## src/rtl/psp_pkg.sv

```systemverilog
package psp_pkg;
  typedef enum logic [1:0] {
    ADDR_DATA = 2'd0,
    ADDR_DIR  = 2'd1,
    ADDR_STAT = 2'd2,
    ADDR_PINS = 2'd3
  } psp_addr_e;

  localparam int unsigned ST_IBF = 0;
  localparam int unsigned ST_OBF = 1;
  localparam int unsigned ST_OVF = 2;
  localparam int unsigned ST_IRQ = 3;
endpackage

```

## src/rtl/psp_sync.sv

```systemverilog
module psp_sync #(
  parameter int unsigned WIDTH  = 1,
  parameter int unsigned STAGES = 2,
  parameter logic [WIDTH-1:0] RST_VAL = '0
) (
  input  logic             clk_i,
  input  logic             rst_ni,
  input  logic [WIDTH-1:0] d_i,
  output logic [WIDTH-1:0] q_o
);
  logic [WIDTH-1:0] stage_q [STAGES];

  for (genvar s = 0; s < STAGES; s++) begin : g_stage
    always_ff @(posedge clk_i or negedge rst_ni) begin
      if (!rst_ni) stage_q[s] <= RST_VAL;
      else if (s == 0) stage_q[s] <= d_i;
      else stage_q[s] <= stage_q[(s == 0) ? 0 : s-1];
    end
  end

  assign q_o = stage_q[STAGES-1];
endmodule

```

## src/rtl/psp_access_det.sv

```systemverilog
module psp_access_det (
  input  logic clk_i,
  input  logic rst_ni,
  input  logic en_i,
  input  logic cs_n_i,
  input  logic strobe_n_i,
  output logic pulse_o
);
  logic act, act_q;

  assign act = ~cs_n_i & ~strobe_n_i;

  always_ff @(posedge clk_i or negedge rst_ni) begin
    if (!rst_ni) act_q <= 1'b0;
    else         act_q <= act;
  end

  // first sampled low only
  assign pulse_o = en_i & act & ~act_q;

  assert_single_pulse_R4: assert property (@(posedge clk_i) disable iff (!rst_ni)
    pulse_o |=> !pulse_o);
endmodule

```

## src/rtl/psp_flags.sv

```systemverilog
module psp_flags (
  input  logic clk_i,
  input  logic rst_ni,
  input  logic wr_pulse_i,
  input  logic rd_pulse_i,
  input  logic data_rd_i,
  input  logic data_wr_i,
  input  logic ovf_clr_i,
  input  logic irq_clr_i,
  output logic ibf_o,
  output logic obf_o,
  output logic ovf_o,
  output logic irq_o
);
  logic ibf_q, obf_q, ovf_q, irq_q;

  always_ff @(posedge clk_i or negedge rst_ni) begin
    if (!rst_ni) begin
      ibf_q <= 1'b0;
      obf_q <= 1'b0;
      ovf_q <= 1'b0;
      irq_q <= 1'b0;
    end else begin
      if (wr_pulse_i)     ibf_q <= 1'b1;
      else if (data_rd_i) ibf_q <= 1'b0;

      if (data_wr_i)       obf_q <= 1'b1;
      else if (rd_pulse_i) obf_q <= 1'b0;

      if (wr_pulse_i && ibf_q && !data_rd_i) ovf_q <= 1'b1;
      else if (ovf_clr_i)                    ovf_q <= 1'b0;

      // set beats clear
      if (wr_pulse_i || rd_pulse_i) irq_q <= 1'b1;
      else if (irq_clr_i)           irq_q <= 1'b0;
    end
  end

  assign ibf_o = ibf_q;
  assign obf_o = obf_q;
  assign ovf_o = ovf_q;
  assign irq_o = irq_q;

  assert_ibf_set_R3: assert property (@(posedge clk_i) disable iff (!rst_ni)
    wr_pulse_i |=> ibf_o);
  assert_overflow_R5: assert property (@(posedge clk_i) disable iff (!rst_ni)
    (wr_pulse_i && ibf_o && !data_rd_i) |=> ovf_o);
  assert_obf_clear_R7: assert property (@(posedge clk_i) disable iff (!rst_ni)
    (rd_pulse_i && !data_wr_i) |=> !obf_o);
  assert_irq_set_R8: assert property (@(posedge clk_i) disable iff (!rst_ni)
    (wr_pulse_i || rd_pulse_i) |=> irq_o);
endmodule

```

## src/rtl/psp_port.sv

```systemverilog
module psp_port
  import psp_pkg::*;
#(
  parameter int unsigned DATA_W      = 8,
  parameter int unsigned SYNC_STAGES = 2
) (
  input  logic              clk_i,
  input  logic              rst_ni,
  input  logic              mode_en_i,
  input  logic              ext_cs_ni,
  input  logic              ext_rd_ni,
  input  logic              ext_wr_ni,
  input  logic [DATA_W-1:0] data_i,
  output logic [DATA_W-1:0] data_o,
  output logic [DATA_W-1:0] data_oe_o,
  input  logic              reg_we_i,
  input  logic              reg_re_i,
  input  logic [1:0]        reg_addr_i,
  input  logic [DATA_W-1:0] reg_wdata_i,
  output logic [DATA_W-1:0] reg_rdata_o,
  output logic              irq_o
);
  localparam int unsigned CTRL_W = 3;

  logic [DATA_W-1:0] out_q, in_q, dir_q, data_sync;
  logic [CTRL_W-1:0] ctrl_sync;
  logic cs_s, rd_s, wr_s;
  logic wr_pulse, rd_pulse;
  logic data_rd, data_wr, ovf_clr, irq_clr;
  logic ibf, obf, ovf, irq;
  psp_addr_e addr;

  assign addr = psp_addr_e'(reg_addr_i);

  psp_sync #(.WIDTH(CTRL_W), .STAGES(SYNC_STAGES), .RST_VAL({CTRL_W{1'b1}})) u_ctrl_sync (
    .clk_i (clk_i),
    .rst_ni(rst_ni),
    .d_i   ({ext_cs_ni, ext_rd_ni, ext_wr_ni}),
    .q_o   (ctrl_sync)
  );
  assign {cs_s, rd_s, wr_s} = ctrl_sync;

  psp_sync #(.WIDTH(DATA_W), .STAGES(SYNC_STAGES), .RST_VAL('0)) u_data_sync (
    .clk_i (clk_i),
    .rst_ni(rst_ni),
    .d_i   (data_i),
    .q_o   (data_sync)
  );

  psp_access_det u_wr_det (
    .clk_i     (clk_i),
    .rst_ni    (rst_ni),
    .en_i      (mode_en_i),
    .cs_n_i    (cs_s),
    .strobe_n_i(wr_s),
    .pulse_o   (wr_pulse)
  );

  psp_access_det u_rd_det (
    .clk_i     (clk_i),
    .rst_ni    (rst_ni),
    .en_i      (mode_en_i),
    .cs_n_i    (cs_s),
    .strobe_n_i(rd_s),
    .pulse_o   (rd_pulse)
  );

  assign data_rd = reg_re_i && addr == ADDR_DATA;
  assign data_wr = reg_we_i && addr == ADDR_DATA && mode_en_i;
  assign ovf_clr = reg_we_i && addr == ADDR_STAT && reg_wdata_i[ST_OVF];
  assign irq_clr = reg_we_i && addr == ADDR_STAT && reg_wdata_i[ST_IRQ];

  psp_flags u_flags (
    .clk_i     (clk_i),
    .rst_ni    (rst_ni),
    .wr_pulse_i(wr_pulse),
    .rd_pulse_i(rd_pulse),
    .data_rd_i (data_rd),
    .data_wr_i (data_wr),
    .ovf_clr_i (ovf_clr),
    .irq_clr_i (irq_clr),
    .ibf_o     (ibf),
    .obf_o     (obf),
    .ovf_o     (ovf),
    .irq_o     (irq)
  );

  always_ff @(posedge clk_i or negedge rst_ni) begin
    if (!rst_ni) begin
      out_q <= '0;
      in_q  <= '0;
      dir_q <= '1;
    end else begin
      if (reg_we_i && addr == ADDR_DATA) out_q <= reg_wdata_i;
      if (reg_we_i && addr == ADDR_DIR)  dir_q <= reg_wdata_i;
      if (wr_pulse)                      in_q  <= data_sync;
    end
  end

  always_comb begin
    reg_rdata_o = '0;
    unique case (addr)
      ADDR_DATA: reg_rdata_o = in_q;
      ADDR_DIR:  reg_rdata_o = dir_q;
      ADDR_STAT: begin
        reg_rdata_o[ST_IBF] = ibf;
        reg_rdata_o[ST_OBF] = obf;
        reg_rdata_o[ST_OVF] = ovf;
        reg_rdata_o[ST_IRQ] = irq;
      end
      ADDR_PINS: reg_rdata_o = data_sync;
      default:   reg_rdata_o = '0;
    endcase
  end

  // bus driven straight from raw pins; no clock in the enable path
  assign data_oe_o = mode_en_i ? {DATA_W{~ext_cs_ni & ~ext_rd_ni}} : ~dir_q;
  assign data_o    = out_q;
  assign irq_o     = irq;

  assert_capture_R3: assert property (@(posedge clk_i) disable iff (!rst_ni)
    wr_pulse |=> in_q == $past(data_sync));
  assert_no_access_plain_R2: assert property (@(posedge clk_i) disable iff (!rst_ni)
    (!mode_en_i && !ibf) |=> !$rose(ibf));
endmodule

```

## config.mk

```make
export PLATFORM = sky130hd
export DESIGN_NAME = psp_port
export DESIGN_NICKNAME = d
export VERILOG_FILES = /design/src/rtl/psp_pkg.sv /design/src/rtl/psp_sync.sv /design/src/rtl/psp_access_det.sv /design/src/rtl/psp_flags.sv /design/src/rtl/psp_port.sv
export SDC_FILE = /design/constraint.sdc
export NUM_CORES = 1
export LEC_CHECK = 0
export BUFFER_PORTS_ARGS = -buffer_cell sky130_fd_sc_hd__buf_2
export CAP_MARGIN = 20
export CORE_UTILIZATION = 55
export DETAILED_ROUTE_END_ITERATION = 12
export PLACE_DENSITY = 0.82
export SETUP_SLACK_MARGIN = 0.02
export SYNTH_ARGS = -nofsm -noshare
export SYNTH_HDL_FRONTEND = slang
export SYNTH_SLANG_ARGS = --single-unit
```

## constraint.sdc

```tcl
create_clock -name clk_i -period 2.85 [get_ports clk_i]
set_input_delay 0.285 -clock clk_i [delete_from_list [all_inputs] [get_ports clk_i]]
set_output_delay 0.285 -clock clk_i [all_outputs]
set_load 0.05 [all_outputs]
```

Yosys cells after proc, flatten, opt, wreduce, memory -nomap -nowiden
Index checks and enable logic that the tools add are counted.
{"block": "totals", "word_cells": 58, "ff_bits": 52, "output_inout_bits": 25}
{"block": "op_classes", "n_eq_ne": 3, "muxes": 11, "bitwise_logic": 15, "n_reduce_logical": 16}
{"cell": "case mux 4 bit (4 select lines)", "count": 1}
{"cell": "case mux 4 bit (3 select lines)", "count": 1}
{"cell": "logical AND 1 bit", "count": 9}
{"cell": "two-way mux 1 bit", "count": 8}
{"cell": "two-way mux 8 bit", "count": 1}
{"cell": "NOT 8 bit", "count": 1}
{"cell": "nonzero test 2 bit", "count": 4}
{"cell": "bitwise AND 1 bit", "count": 7}
{"cell": "NOT 1 bit", "count": 7}
{"cell": "equality test 2 bit (second input constant)", "count": 2}
{"cell": "equality test 2 x 1 -> 1 bit (second input constant)", "count": 1}
{"cell": "logical NOT 2 bit", "count": 1}
{"cell": "logical NOT 1 bit", "count": 1}
{"cell": "logical OR 1 bit", "count": 1}

Longest topological paths before layout
{"block": "logic_depth", "depth_word": 7, "ltp_mapped": 4}

By module
Synthesis repeated with hierarchy kept, for this count alone.
{"block": "hier_totals", "cells_unflattened": 137, "area_unflattened_um2": 2082.0}
{"mod": "psp_port", "instances": 1, "area_each_um2": 1203.7, "cells_each": 85}
{"mod": "psp_sync at u_data_sync", "instances": 1, "area_each_um2": 460.4, "cells_each": 24}
{"mod": "psp_sync at u_ctrl_sync", "instances": 1, "area_each_um2": 180.2, "cells_each": 9}
{"mod": "psp_flags", "instances": 1, "area_each_um2": 150.1, "cells_each": 13}
{"mod": "psp_access_det", "instances": 2, "area_each_um2": 43.8, "cells_each": 3}

Worst setup path after synthesis
No wires, ideal clock.
{"block": "synth_timing", "kind": "input to output", "from": "in mode_en_i", "to": "out data_oe_o[0]", "t_arrival_ns": 1.540, "stages": 2, "slack_ns": 1.025, "n_path_buf": 1, "path_cell_list": "clkbuf_1 > o21ai_0"}
{"block": "synth_via", "elab_chain_len": 1}
{"item": "start: declaration", "line": "psp_port.sv:9", "rtl": "input logic mode_en_i,"}
{"item": "two-way mux 8 bit", "line": "psp_port.sv:117", "rtl": "assign data_oe_o = mode_en_i ? {DATA_W{~ext_cs_ni & ~ext_rd_ni}} : ~dir_q;"}
{"item": "end: declaration", "line": "psp_port.sv:15", "rtl": "output logic [DATA_W-1:0] data_oe_o,"}
Every way passes these cells.

Final worst setup path
{"block": "layout_timing", "from": "in ext_cs_ni", "to": "out data_oe_o[7]"}
{"block": "layout_via", "elab_chain_len": 3}
{"item": "start: declaration", "line": "psp_port.sv:10", "rtl": "input logic ext_cs_ni,"}
{"item": "NOT 1 bit", "line": "psp_port.sv:117"}
{"item": "bitwise AND 1 bit", "line": "psp_port.sv:117"}
{"item": "two-way mux 8 bit", "line": "psp_port.sv:117"}
Every way passes these cells.

==> metrics.txt <==
# TYPE chip_impl_metric gauge
chip_impl_info{name="hold_path_end",value="u_data_sync.stage_q[10]$_DFF_PN0_"} 1
chip_impl_metric{name="floorplan.initialDensity",unit=""} 0.584
chip_impl_metric{name="endpoints_failing_hold",unit=""} 0
chip_impl_metric{name="met2_length",unit="um"} 1900
chip_impl_metric{name="timing.critical_path.arrival",unit="ns"} 1.96
chip_impl_metric{name="grt.total_usage",unit=""} 0.225
chip_impl_metric{name="ys_ff_latch",unit=""} 52
chip_impl_metric{name="yosysTopAreaCellShare",unit=""} 0.481
chip_impl_metric{name="fin_setup_tns",unit="ns"} 0
chip_impl_metric{name="floorplan.io_pins",unit=""} 51
chip_impl_metric{name="syn_inst",unit=""} 118
chip_impl_metric{name="number_of_antenna_violations_at_the_first_check_in_global_routing",unit=""} 0
chip_impl_metric{name="netlist-cell-type-count",unit=""} 24
chip_impl_metric{name="clk_latency",unit="ns"} 0.37
chip_impl_metric{name="seq_area_frac_synth",unit=""} 0.667
chip_impl_info{name="crit_path_frequent_cell",value="buf_2"} 1
chip_impl_info{name="main_combinational_cell_family_by_area_after_synthesis",value="multiplexers"} 1
chip_impl_metric{name="m1WireLength",unit="um"} 1580
chip_impl_metric{name="rows",unit=""} 21
chip_impl_info{name="ys_dominant_reg_cell",value="dfrtp_1"} 1
chip_impl_info{name="r2r_start",value="u_ctrl_sync.q_o[2]$_DFF_PN1_"} 1
chip_impl_metric{name="timing.reg2reg.setup_slack",unit="ns"} 1.46
chip_impl_metric{name="timing.max_slew.rel_slack",unit=""} 0.655
chip_impl_metric{name="finalSetupViolations",unit=""} 0
chip_impl_metric{name="crit_buf_inv",unit=""} 3
chip_impl_metric{name="cts_made_buffers",unit=""} 5
chip_impl_metric{name="synth_fa_ha_area_frac",unit=""} 0
chip_impl_metric{name="num-nets-final",unit=""} 207
chip_impl_metric{name="numClockSinks",unit=""} 52
chip_impl_info{name="root_buffer_cell",value="clkbuf_4"} 1
chip_impl_info{name="synth_area_leaders",value="dfrtp_1 48%, dfstp_2 19%, mux2_2 16%"} 1
chip_impl_info{name="clock_tree_from_tritoncts",value="yes"} 1
chip_impl_metric{name="number_of_global_route_vias_before_repair",unit=""} 1189
chip_impl_info{name="unrepaired_setup_endpoints_after_global_routing",value="no"} 1
chip_impl_metric{name="first_iter_violations",unit=""} 38
chip_impl_metric{name="clkSlewWorstSetupHoldPaths",unit="ns"} 0.12
chip_impl_metric{name="cts-resized-gates",unit=""} 0
chip_impl_info{name="hold_path.class",value="input pin to flop"} 1
chip_impl_metric{name="detailed_route_via_count",unit=""} 1236
chip_impl_metric{name="detailedPlacementHpwl",unit="um"} 2640
chip_impl_info{name="yosysTopAreaCell",value="dfrtp_1"} 1
chip_impl_metric{name="fmaxAchievable",unit="MHz"} 445
chip_impl_metric{name="final_min_period_over_clock_period",unit=""} 0.788
chip_impl_metric{name="total_power",unit="W"} 0.00169
chip_impl_metric{name="final_period_minus_worst_setup_slack",unit="ns"} 2.25
chip_impl_metric{name="antenna_cells",unit=""} 0
chip_impl_metric{name="layout.cells.non_filler",unit=""} 228
chip_impl_metric{name="grt_first_pass_wirelength",unit="um"} 5850
chip_impl_metric{name="crit_fanout",unit=""} 8
chip_impl_info{name="type_of_element_launching_the_critical_path",value="input pin"} 1
chip_impl_metric{name="grt_start_max_net_pins",unit=""} 53
chip_impl_metric{name="synth_nets",unit=""} 144
chip_impl_metric{name="synth_compound_gate_area_share",unit=""} 0.0557
chip_impl_metric{name="critical-path-max-stage-delay",unit="ns"} 0.55
chip_impl_metric{name="post_synth.cell_area_avg",unit="um^2"} 16.8
chip_impl_metric{name="chipWidth",unit="um"} 62.0
chip_impl_metric{name="worst-endpoint-required",unit="ns"} 2.57
chip_impl_metric{name="route.detailed.drc",unit=""} 0
chip_impl_metric{name="actual_transition_at_the_worst_max_transition_pin",unit="ns"} 0.516
chip_impl_metric{name="post_drt_via_cell_ratio",unit=""} 5.42
chip_impl_metric{name="synthesis.yosys.warnings",unit=""} 0
chip_impl_metric{name="power_leakage",unit="nW"} 1.10
chip_impl_metric{name="total_overflow_reported_by_the_global_router",unit=""} 0
chip_impl_info{name="critical_path.cell_chain",value="dlygate4sd3_1, buf_2, or3b_2, o21ai_0, buf_2"} 1
chip_impl_metric{name="met3_wirelength",unit="um"} 170
chip_impl_info{name="worst_min_path_start",value="data_i[2]"} 1
chip_impl_metric{name="holdPathStages",unit=""} 1
chip_impl_metric{name="count_of_buffers_from_port_buffering",unit=""} 50
chip_impl_metric{name="drive_above_1_share",unit=""} 0.593
chip_impl_metric{name="hold_ws",unit="ns"} 0.0284
chip_impl_metric{name="cts-root-to-sink-buffers",unit=""} 2
chip_impl_metric{name="drtPass1Iterations",unit=""} 4
chip_impl_info{name="worst_r2r_end",value="in_q[3]$_DFFE_PN0P_"} 1
chip_impl_metric{name="fp.dieH",unit="um"} 62.0
chip_impl_metric{name="avgRoutedWirePerCell",unit="um"} 16.3
chip_impl_metric{name="drv_slew",unit=""} 0
chip_impl_metric{name="irDropWorstVdd",unit="mV"} 0.432
chip_impl_metric{name="post-place-cells",unit=""} 209
chip_impl_metric{name="route.antenna.remaining_nets",unit=""} 0
chip_impl_metric{name="synthMuxAreaShare",unit=""} 0.207
chip_impl_metric{name="synth_enable_flop_cells",unit=""} 0
chip_impl_metric{name="cts.repair_timing.setup_buffer_count",unit=""} 0
chip_impl_info{name="critical-path-slowest-cell",value="or3b_2"} 1
chip_impl_metric{name="core_area",unit="um^2"} 3390
chip_impl_metric{name="power_density",unit="nW/um^2"} 694
chip_impl_info{name="maxUsedRoutingLayer",value="met4"} 1
chip_impl_metric{name="synth_area",unit="um^2"} 1980
chip_impl_metric{name="cts.hold.buffers_added",unit=""} 4
chip_impl_metric{name="async_reset_ff_frac",unit=""} 1.00
chip_impl_info{name="outcome",value="finished, final reports clean"} 1
chip_impl_metric{name="max_cap_viol_count",unit=""} 0
chip_impl_info{name="worst_setup_path_end_kind",value="primary output"} 1
chip_impl_metric{name="worst_r2r_path_depth",unit=""} 3
chip_impl_metric{name="h_tree_levels",unit=""} 2
chip_impl_metric{name="routed_wirelength",unit="um"} 3720
chip_impl_metric{name="layout-area-overhead-vs-synth",unit="%"} 22.9
chip_impl_info{name="timing_worst_setup_path_type",value="input pin to primary output"} 1
chip_impl_metric{name="fraction_of_the_mapped_netlist_area_in_simple_logic_gates",unit=""} 0.0506
chip_impl_metric{name="floorplan.die_area",unit="um^2"} 3840
chip_impl_metric{name="finClkSkew",unit="ns"} 0.0251
chip_impl_info{name="crit_family",value="buffers and inverters"} 1
chip_impl_metric{name="globalplace.congestion",unit=""} 0.793
chip_impl_info{name="post-synth-top-count-cell",value="dfrtp_1"} 1
chip_impl_metric{name="share_of_the_synthesized_netlist_area_taken_by_xor_and_xnor_gates",unit=""} 0
chip_impl_info{name="most_frequent_cells_after_synthesis",value="38 x dfrtp_1, 28 x mux2_2, 14 x dfstp_2, 8 x o21ai_0, 4 x a22o_1"} 1
==> cell type report <==
type / instances / area [um^2]
clock buffers: 6 / 41.3
clock inverters: 2 / 12.5
fillers: 243 / 958
inverters: 1 / 3.75
multi-input cells: 59 / 619
flip-flops and latches: 52 / 1320
well taps: 46 / 57.6
repair buffers: 62 / 378
==> how the worst max path moves through the flow <==
stage / from / end / cells past startpoint
final: ext_cs_ni / data_oe_o[7] / 5
after global routing: ext_cs_ni / data_oe_o[2] / 5
after CTS: u_flags.ibf_o$_DFFE_PN0P_ / reg_rdata_o[0] / 2
after detailed placement: mode_en_i / data_oe_o[5] / 4
after global placement: mode_en_i / data_oe_o[0] / 4
after floorplan: mode_en_i / data_oe_o[0] / 2
==> per-stage QoR <==
step	util	worst slack, ns	cell area, um^2
after floorplan	-	1.03	1980
after global placement	0.666	1.11	2260
after detailed placement	0.666	1.11	2260
after CTS	0.694	1.02	2350
after global routing	0.717	0.585	2430
final	0.717	0.604	2430
==> power by group <==
| group | total, W | switching, W | internal, W |
|---|---|---|---|
| Sequential | 0.000904 | 0.0000520 | 0.000852 |
| Combinational | 0.000469 | 0.000307 | 0.000162 |
| Clock | 0.000314 | 0.000218 | 0.0000956 |
| Total | 0.00169 | 0.000577 | 0.00111 |
==> cells in the final DEF (no fill, tap or decap), drive strengths merged <==
cell type,instances
or3b,2
o2bb2ai,1
a21o,1
clkinv,1
o21ai,8
dfrtp,38
a32o,1
a211o,1
buf,52
nor2,3
clkbuf,6
mux2,28
dfstp,14
inv,1
a22o,4
nand4b,2
nand3b,1
mux4,4
dlygate4sd3,10
clkinvlp,1
nor3b,1
nor4b,2
==> cells by family after synthesis <==
family          Yosys count
compound gates           16
buf+inv                   7
simple gates             11
flops                    52
mux                      32
==> worst register-to-register path: cells and delay by family (launching register included) <==
kind                   cells  cell delay (ns)
AND/OR/NAND/NOR            1             0.25
flip-flops                 1             0.42
multiplexers               1             0.36
buffers and inverters      1             0.25
==> per-layer routing <==
layer	track usage	vias up
met5	0	-
met4	0.0825	0
met3	0.0745	7
met2	0.354	41
met1	0.294	630
li1	-	558
==> flip-flops by register name (all words and copies together) (netlist names) <==
register / flops
u_flags.obf_o: 1
u_flags.irq_o: 1
u_flags.ibf_o: 1
u_rd_det.act_q: 1
u_wr_det.act_q: 1
dir_q: 8
in_q: 8
u_data_sync.stage_q: 8
u_ctrl_sync.stage_q: 3
u_ctrl_sync.q_o: 3
u_flags.ovf_o: 1
u_data_sync.q_o: 8
data_o: 8
Note: power is estimated with default switching activity, not from simulation.
